==> config.mk <==
export PLATFORM = sky130hd
export DESIGN_NAME = zoom_combiner
export DESIGN_NICKNAME = d
export VERILOG_FILES = /design/src/rtl/zoom_combiner_pkg.sv /design/src/rtl/zc_fine_acc.sv /design/src/rtl/zc_scale.sv /design/src/rtl/zc_seq.sv /design/src/rtl/zoom_combiner.sv
export SDC_FILE = /design/constraint.sdc
export NUM_CORES = 1
export LEC_CHECK = 0
export BUFFER_PORTS_ARGS = -buffer_cell sky130_fd_sc_hd__buf_2
export CORE_MARGIN = 8
export CORE_UTILIZATION = 35
export DETAILED_ROUTE_END_ITERATION = 10
export GPL_TIMING_DRIVEN = 0
export HOLD_SLACK_MARGIN = 0.1
export MAX_ROUTING_LAYER = met4
export SLEW_MARGIN = 40
export SYNTH_ARGS = -nofsm -noshare
export SYNTH_HDL_FRONTEND = slang
export SYNTH_HIERARCHICAL = 1
export SYNTH_SLANG_ARGS = --single-unit
==> constraint.sdc <==
create_clock -name clk -period 3.4 [get_ports clk]
set_clock_uncertainty 0.2 [all_clocks]
set_input_delay 0.34 -clock clk [delete_from_list [all_inputs] [get_ports clk]]
set_output_delay 0.34 -clock clk [all_outputs]
set_load 0.01 [all_outputs]
==> src/rtl/zoom_combiner_pkg.sv <==
package zoom_combiner_pkg;

    typedef enum logic [1:0] {
        ST_IDLE   = 2'd0,
        ST_COARSE = 2'd1,
        ST_FINE   = 2'd2
    } zc_state_e;

    // bits needed for a signed value of magnitude up to m
    function automatic int signed_bits(input int m);
        return $clog2(m + 1) + 1;
    endfunction

endpackage

==> src/rtl/zc_fine_acc.sv <==
module zc_fine_acc
    import zoom_combiner_pkg::*;
#(
    parameter int OSR     = 16,
    parameter int LVL_W   = 4,
    parameter int LVL_MAX = 7,
    parameter int ACC_W   = 8,
    parameter int CNT_W   = 5
) (
    input  logic                    clk,
    input  logic                    rst_n,
    input  logic                    clr,
    input  logic                    take,
    input  logic signed [LVL_W-1:0] lvl,
    output logic signed [ACC_W-1:0] acc_next,
    output logic                    last
);

    logic signed [ACC_W-1:0] acc_q;
    logic [CNT_W-1:0]        cnt_q;
    logic signed [ACC_W-1:0] lvl_ext;

    assign lvl_ext  = ACC_W'(lvl);
    assign acc_next = acc_q + lvl_ext;
    assign last     = take && (cnt_q == CNT_W'(OSR - 1));

    always_ff @(posedge clk or negedge rst_n) begin
        if (!rst_n) begin
            acc_q <= '0;
            cnt_q <= '0;
        end else if (clr) begin
            acc_q <= '0;
            cnt_q <= '0;
        end else if (take) begin
            acc_q <= acc_next;
            cnt_q <= cnt_q + 1'b1;
        end
    end

    // the running sum stays within what the accepted count allows
    p_acc_bound_r3: assert property (@(posedge clk) disable iff (!rst_n)
        (int'(acc_q) <= LVL_MAX * int'(cnt_q)) &&
        (int'(acc_q) >= -LVL_MAX * int'(cnt_q)));

    // a start leaves no history behind
    p_clear_r5: assert property (@(posedge clk) disable iff (!rst_n)
        clr |=> (acc_q == '0) && (cnt_q == '0));

    // accepted level is inside the legal range
    p_lvl_range_r3: assert property (@(posedge clk) disable iff (!rst_n)
        take |-> (int'(lvl) <= LVL_MAX) && (int'(lvl) >= -LVL_MAX));

endmodule

==> src/rtl/zc_scale.sv <==
module zc_scale #(
    parameter int CODE_W    = 8,
    parameter int WEIGHT_SH = 5,
    parameter int ACC_W     = 8,
    parameter int OUT_W     = 15
) (
    input  logic [CODE_W-1:0]       coarse,
    input  logic signed [ACC_W-1:0] fine,
    output logic signed [OUT_W-1:0] word
);

    logic signed [OUT_W-1:0] coarse_w;
    logic signed [OUT_W-1:0] fine_w;

    always_comb begin
        coarse_w = $signed(OUT_W'(coarse) << WEIGHT_SH);
        fine_w   = OUT_W'(fine);
        word     = coarse_w + fine_w;
    end

endmodule

==> src/rtl/zc_seq.sv <==
module zc_seq
    import zoom_combiner_pkg::*;
(
    input  logic      clk,
    input  logic      rst_n,
    input  logic      start,
    input  logic      crs_vld,
    input  logic      fin_vld,
    input  logic      fin_last,
    output logic      clr_fine,
    output logic      take_coarse,
    output logic      take_fine,
    output logic      emit,
    output logic      abort
);

    zc_state_e state_q, state_d;

    always_ff @(posedge clk or negedge rst_n) begin
        if (!rst_n) state_q <= ST_IDLE;
        else        state_q <= state_d;
    end

    always_comb begin
        state_d     = state_q;
        clr_fine    = start;
        take_coarse = 1'b0;
        take_fine   = 1'b0;
        emit        = 1'b0;
        abort       = 1'b0;
        unique case (state_q)
            ST_IDLE: begin
                if (start) state_d = ST_COARSE;
            end
            ST_COARSE: begin
                if (start) begin
                    abort   = 1'b1;
                    state_d = ST_COARSE;
                end else if (crs_vld) begin
                    take_coarse = 1'b1;
                    state_d     = ST_FINE;
                end
            end
            ST_FINE: begin
                take_fine = fin_vld;
                if (fin_last) begin
                    emit    = 1'b1;
                    state_d = start ? ST_COARSE : ST_IDLE;
                end else if (start) begin
                    abort   = 1'b1;
                    state_d = ST_COARSE;
                end
            end
            default: state_d = ST_IDLE;
        endcase
    end

    // completion and abort never coincide
    p_emit_abort_r8: assert property (@(posedge clk) disable iff (!rst_n)
        $onehot0({emit, abort}));

    // coarse is taken only once per sample, fine only after it
    p_order_r7: assert property (@(posedge clk) disable iff (!rst_n)
        take_coarse |=> !take_coarse);

endmodule

==> src/rtl/zoom_combiner.sv <==
module zoom_combiner
    import zoom_combiner_pkg::*;
#(
    parameter int CODE_W    = 8,
    parameter int OSR       = 16,
    parameter int LVL_W     = 4,
    parameter int LVL_MAX   = 7,
    parameter int WEIGHT_SH = 5,
    parameter int OUT_W     = CODE_W + WEIGHT_SH + 2
) (
    input  logic              clk,
    input  logic              rst_n,
    input  logic              smp_start,
    input  logic              crs_vld,
    input  logic [CODE_W-1:0] crs_code,
    input  logic              fin_vld,
    input  logic [LVL_W-1:0]  fin_lvl,
    output logic              zoom_vld,
    output logic [OUT_W-1:0]  zoom_word,
    output logic              zoom_err
);

    localparam int FINE_MAX = OSR * LVL_MAX;
    localparam int ACC_W    = signed_bits(FINE_MAX);
    localparam int CNT_W    = $clog2(OSR + 1);
    localparam int TOP_MAX  = (((1 << CODE_W) - 1) << WEIGHT_SH) + FINE_MAX;

    logic                    clr_fine, take_coarse, take_fine, emit, abort, fin_last;
    logic [CODE_W-1:0]       coarse_q;
    logic signed [ACC_W-1:0] fine_total;
    logic signed [OUT_W-1:0] word_d;

    zc_seq u_seq (
        .clk        (clk),
        .rst_n      (rst_n),
        .start      (smp_start),
        .crs_vld    (crs_vld),
        .fin_vld    (fin_vld),
        .fin_last   (fin_last),
        .clr_fine   (clr_fine),
        .take_coarse(take_coarse),
        .take_fine  (take_fine),
        .emit       (emit),
        .abort      (abort)
    );

    zc_fine_acc #(
        .OSR    (OSR),
        .LVL_W  (LVL_W),
        .LVL_MAX(LVL_MAX),
        .ACC_W  (ACC_W),
        .CNT_W  (CNT_W)
    ) u_acc (
        .clk     (clk),
        .rst_n   (rst_n),
        .clr     (clr_fine),
        .take    (take_fine),
        .lvl     ($signed(fin_lvl)),
        .acc_next(fine_total),
        .last    (fin_last)
    );

    zc_scale #(
        .CODE_W   (CODE_W),
        .WEIGHT_SH(WEIGHT_SH),
        .ACC_W    (ACC_W),
        .OUT_W    (OUT_W)
    ) u_scale (
        .coarse(coarse_q),
        .fine  (fine_total),
        .word  (word_d)
    );

    always_ff @(posedge clk or negedge rst_n) begin
        if (!rst_n)           coarse_q <= '0;
        else if (take_coarse) coarse_q <= crs_code;
    end

    always_ff @(posedge clk or negedge rst_n) begin
        if (!rst_n) begin
            zoom_vld  <= 1'b0;
            zoom_err  <= 1'b0;
            zoom_word <= '0;
        end else begin
            zoom_vld <= emit;
            zoom_err <= abort;
            if (emit) zoom_word <= word_d;
        end
    end

    // valid is a single-cycle pulse
    p_vld_pulse_r4: assert property (@(posedge clk) disable iff (!rst_n)
        zoom_vld |=> !zoom_vld);

    // an aborted sample never reports a word
    p_err_excl_r6: assert property (@(posedge clk) disable iff (!rst_n)
        !(zoom_vld && zoom_err));

    // result stays inside the scaled range
    p_word_range_r10: assert property (@(posedge clk) disable iff (!rst_n)
        zoom_vld |-> (int'($signed(zoom_word)) >= -FINE_MAX) &&
                     (int'($signed(zoom_word)) <= TOP_MAX));

endmodule

# After elaboration in Yosys (flattened, before gate mapping)
# Index checks and enable logic that the tools add are counted.
dict set report totals {
  wordCells 36
  n_memories 0
  in_bits 17
  out_inout_bits 17
  ram_bits 0
  rom_bits 0
  register_bits 40
  latchBits 0
}
dict set report op_classes {
  reduce_logical 3
  eq_ne 4
  n_mux 19
  div_mod_pow 0
  n_mul 0
  n_shift 0
  addsub 3
  bitwise_logic 0
  magnitude_cmp 0
}
# operator n
set op_table {}
lappend op_table {{$mux 8} 2}
lappend op_table {{$add 14x8->15} 1}
lappend op_table {{$mux 5} 2}
lappend op_table {{$mux 1} 9}
lappend op_table {{$add 8x4->8} 1}
lappend op_table {{$mux 2} 4}
lappend op_table {{$pmux 2 s3} 1}
lappend op_table {{$add 5x1->5 const B} 1}
lappend op_table {{$eq 5x4->1 const B} 1}
lappend op_table {{$ne 3x3->1 const B} 1}
lappend op_table {{$eq 2x1->1 const B} 1}
lappend op_table {{$eq 2x2->1 const B} 1}
lappend op_table {{$logic_not 2->1} 1}
lappend op_table {{$pmux 1 s2} 1}
lappend op_table {{$reduce_bool 2->1} 1}
lappend op_table {{$logic_and 1x1->1} 1}

# Logic depth before layout (Yosys ltp)
dict set report logic_depth {
  depth_word 5
  depth_mapped 15
  depth_no_buf 15
}

# By module
# The synthesis kept the hierarchy.
# module area_each_um2 seq_area_each_um2 cells_each n_inst
set by_module_without_submodules {}
lappend by_module_without_submodules {zoom_combiner 958.4 625.6 51 1}
lappend by_module_without_submodules {zc_fine_acc 938.4 325.3 94 1}
lappend by_module_without_submodules {zc_scale 445.4 0.0 53 1}
lappend by_module_without_submodules {zc_seq 251.5 50.0 30 1}

# Worst setup path after synthesis
# No wires, ideal clock.
dict set report synth_timing {
  path_type {register to register}
  startpoint {register u_acc.acc_q[0]}
  endpoint {register zoom_word[13]}
  path_stages_with_launch 16
  required_time_ns 3.075
  path_buffers 0
  period_less_slack_ns 3.504
  setup_time_ns 0.125
  t_arrival_ns 3.179
  setup_slack_ns -0.104
  path_cell_list {dfrtp_1 -> ha_1 -> fa_1 -> a21o_2 -> a21oi_1 -> o21ai_0 -> nor2_1 -> xnor2_1 -> inv_1 -> fa_1 -> nor2b_4 -> o2111ai_2 -> nand4_1 -> o311ai_1 -> xnor2_1 -> mux2_4}
}
dict set report synth_via {
  elab_chain_len 2
}
# element line_no
set synth_lines {}
lappend synth_lines {{start, declared} zc_fine_acc.sv:19} ;# logic signed [ACC_W-1:0] acc_q;
lappend synth_lines {{start signal, assigned} zc_fine_acc.sv:35} ;# acc_q <= acc_next;
lappend synth_lines {{$add 8x4->8} zc_fine_acc.sv:24} ;# assign acc_next = acc_q + lvl_ext;
lappend synth_lines {{named net fine_total[6]} zoom_combiner.sv:30} ;# logic signed [ACC_W-1:0] fine_total;
lappend synth_lines {{$add 14x8->15} zc_scale.sv:18} ;# word = coarse_w + fine_w;
lappend synth_lines {{named net word_d[13]} zoom_combiner.sv:31} ;# logic signed [OUT_W-1:0] word_d;
lappend synth_lines {{end signal, assigned} zoom_combiner.sv:87} ;# if (emit) zoom_word <= word_d;
lappend synth_lines {{end, declared} zoom_combiner.sv:19} ;# output logic [OUT_W-1:0] zoom_word,
# The timed path passes the listed nets, and every way through them passes these cells.
# A chain may end at the register's enable or synchronous reset.

# Final worst setup path
# Ends and elaborated chain as after synthesis.

==> results.md <==
* Status: finished, final reports clean
* Rows at 31
* Clock Latency Late Sink at 0.29 ns
* Io pins at 34
* DR DRC count at 0
* Max clock buf depth at 2
* Arrival @ worst endpoint at around 3.3 ns
* Gp weighted congestion at 0.8375
* Core area at 0.007214 mm2
* Hold Path Class: in2reg
* Yosys reg bits at 40
* Worst slew pin tran at between 0.5 and 0.6 ns
* Commonest non-fill, non-tap cell in the layout: dfrtp_1
* Vias at approximately 1800
* Synthesized area at 0.002594 mm2
* H-Tree Depth at 2
* Final core occ at 46.88%
* Slew margin rel. at 65.41%
* Diode count at 0
* CTS tree: yes
* Post-synth EDFFs at 0
* Crit Path Max Fanout at 3
* Max-slew violations at 0
* Sequential area share after synthesis at 38.59%
* Clock power share at 22.4%
* Max Clock Freq at between 0.2 and 0.3 GHz
* Hold slack at 0.2059 ns
* Syn_nets at 270
* WS Path Type: reg2reg
* CP Launch Type: flip-flop
* Seq pwr share at between 30% and 40%
* Overall Power at 1.903 mW
* DR vias/cell at 4.692
* NetSw at 643.6 uW
* GRT overflow at 0
* Total Routed Length at 5.296 mm
* Root buffer cell: clkbuf_8
* Initial antenna violation count at 0
* Final period demand of the worst path at approximately 3.3 ns
* RSZ-0062 raised after global routing: yes
* Clk sinks at 40
* Die area at ~0.010 mm2
* IO buf count at 33
* CTS Buf Count at 5
* Share of cells above drive strength 1 at 44.83%
* Yosys cell types at 54
* Starting DRC count in detailed routing at 60
* Final hold violations at 0
* Worst path required time at around 3.4 ns
* Post-layout nets at around 330
* Die width at 102.1 um
* MaxCap Viol Count at 0
* Sw frac at between 30% and 40%
* Most frequent cells in the layout: dfrtp_1, buf_2, buf_4, nor2_1, ha_1
* Pwr dens at 562.6 mW/mm2
* Synth area leader: dfrtp_1
* Combinational share of power at 45.7%
* DIE HEIGHT at 102.1 um
* Reg clk slew, reported paths at 0.08 ns
* Synth-to-Final Area Change at 30.39%
* Ratio of final minimum period to clock period at 98.48%
* Syn Area/Cell at around 11 um2
* Starting Density at 35.95%
* Top cell type's share of synthesized area at 38.59%
* Vias in the first global route at 1937
* ANT nets after route at 0
* Max VDD drop at a little under 0.2 mV
* CP endpoint kind: flip-flop
* DP Wirelength at 3.634 mm
* Final setup viols at 0
* Int Power at 1.259 mW
* Final WS setup at 0.05178 ns
* Synth warnings at 6
* Total leakage power at 1.597 nW
* WL/cell at 13.61 um
* Worst slack, placed at -0.3177 ns
* DRT Pass-1 Iters at 4
* Prevailing post-synth register cell: dfrtp_1
* Total Routing Usage GR at 10.76%
* Async set-or-reset flop fraction in the synthesized netlist at 100.0%
* Top post-synthesis cells by area: dfrtp_1, ha_1, mux2_4
* Pin count of the biggest net entering global routing at 41
* First-pass GRT wire length at 8.776 mm
* Synthesized instance count at 228
## synth_stat cells, drive strengths merged, types with 2 or more instances
cell type,count
fa,2
nor2,19
xnor2,12
nand4,2
a21o,3
buf,12
a21oi,13
nand2b,2
nor2b,3
o21bai,3
inv,9
o211ai,3
ha,23
mux2i,6
o21a,2
xor2,6
nand2,9
mux2,24
a211oi,3
and3b,2
nand3,3
dfrtp,40
and2b,2
o21ai,8
and2,3
## final cells by class
class / instances / area, um2
timing repair buffer: 54 / 362.8
fill: 691 / 3832
buffer: 13 / 108.9
tap: 99 / 123.9
inverter: 9 / 33.78
multi-input combinational: 166 / 1625
clock inverter: 1 / 30.03
clock buffer: 7 / 96.34
sequential: 40 / 1001
## registers in the layout (all words and copies together), names as in the netlist
name and count:
zoom_err 1, u_acc/cnt_q 5, zoom_vld 1, u_seq/state_q 2, coarse_q 8, zoom_word 15
u_acc/acc_q 8
## power by group through the flow
stage	clock [mW]	sequential, mW	combinational (mW)
finish	0.426	0.607	0.870
global placement	0	0.610	0.739
CTS	0.444	0.603	0.791
floorplan	0	0.597	0.619
detailed placement	0	0.611	0.751
global route	0.456	0.619	0.975
## logic make-up after synthesis
group                      Yosys count  share of synthesized area, %
AOI/OAI and AO/OA                   39                         11.19
xor gates and xnor gates            18                         6.078
adders and majority gates           25                         12.64
buffers and inverters               22                         5.499
DFF                                 40                         38.59
muxes                               30                         14.33
and+or+nand+nor                     54                         11.67
## worst paths after layout
kind | slack [ns] | end | depth (start not counted) | from
worst max-delay path | 0.05 | zoom_word[13] | 15 | u_acc/acc_q[0]
worst min-delay path | 0.21 | u_seq/state_q[1] | 4 | crs_vld
worst max register to register | 0.05 | zoom_word[13] | 15 | u_acc/acc_q[0]
worst min register to register | 0.31 | zoom_word[0] | 1 | zoom_word[0]
max in group asynchronous | 2.27 | zoom_word[1] | 2 | rst_n
min in group asynchronous | 0.36 | zoom_word[8] | 2 | rst_n
## worst max-delay path, cell delays in order (launching register included)
cell       delay [ns]
dfrtp_1          0.41
ha_4             0.18
fa_2             0.35
a21o_4           0.22
a21oi_4          0.18
o21ai_4          0.09
nor2_4           0.10
xnor2_2          0.13
inv_2            0.06
fa_2             0.40
nor2b_4          0.13
o2111ai_2        0.13
nand4_1          0.14
o311ai_2         0.12
xnor2_1          0.14
mux2_4           0.26
## through the flow
stage,std cells,cell area (um2),TNS [ns]
finish,389,3382,0
global route,389,3382,-0.08046
CTS,380,3197,0
detailed placement,360,2899,-1.157
global placement,360,2889,-2.923
floorplan,228,2600,0
## routing by layer
metal	track usage (%)	up-vias	wire (um)
met5	-	-	0
met4	4.402	0	98
met3	1.703	9	113
met2	17.29	25	2562
met1	13.14	870	2521
li1	-	921	-
## what timing repair did
item                                   CTS  global route
pin swaps                                7            13
gates resized for setup                  9            23
setup endpoints to repair                5             5
endpoints found under the hold margin   49             0
setup buffers                            2             9
hold buffers                            10             0
No activity file was read; power rests on OpenSTA's default activity.
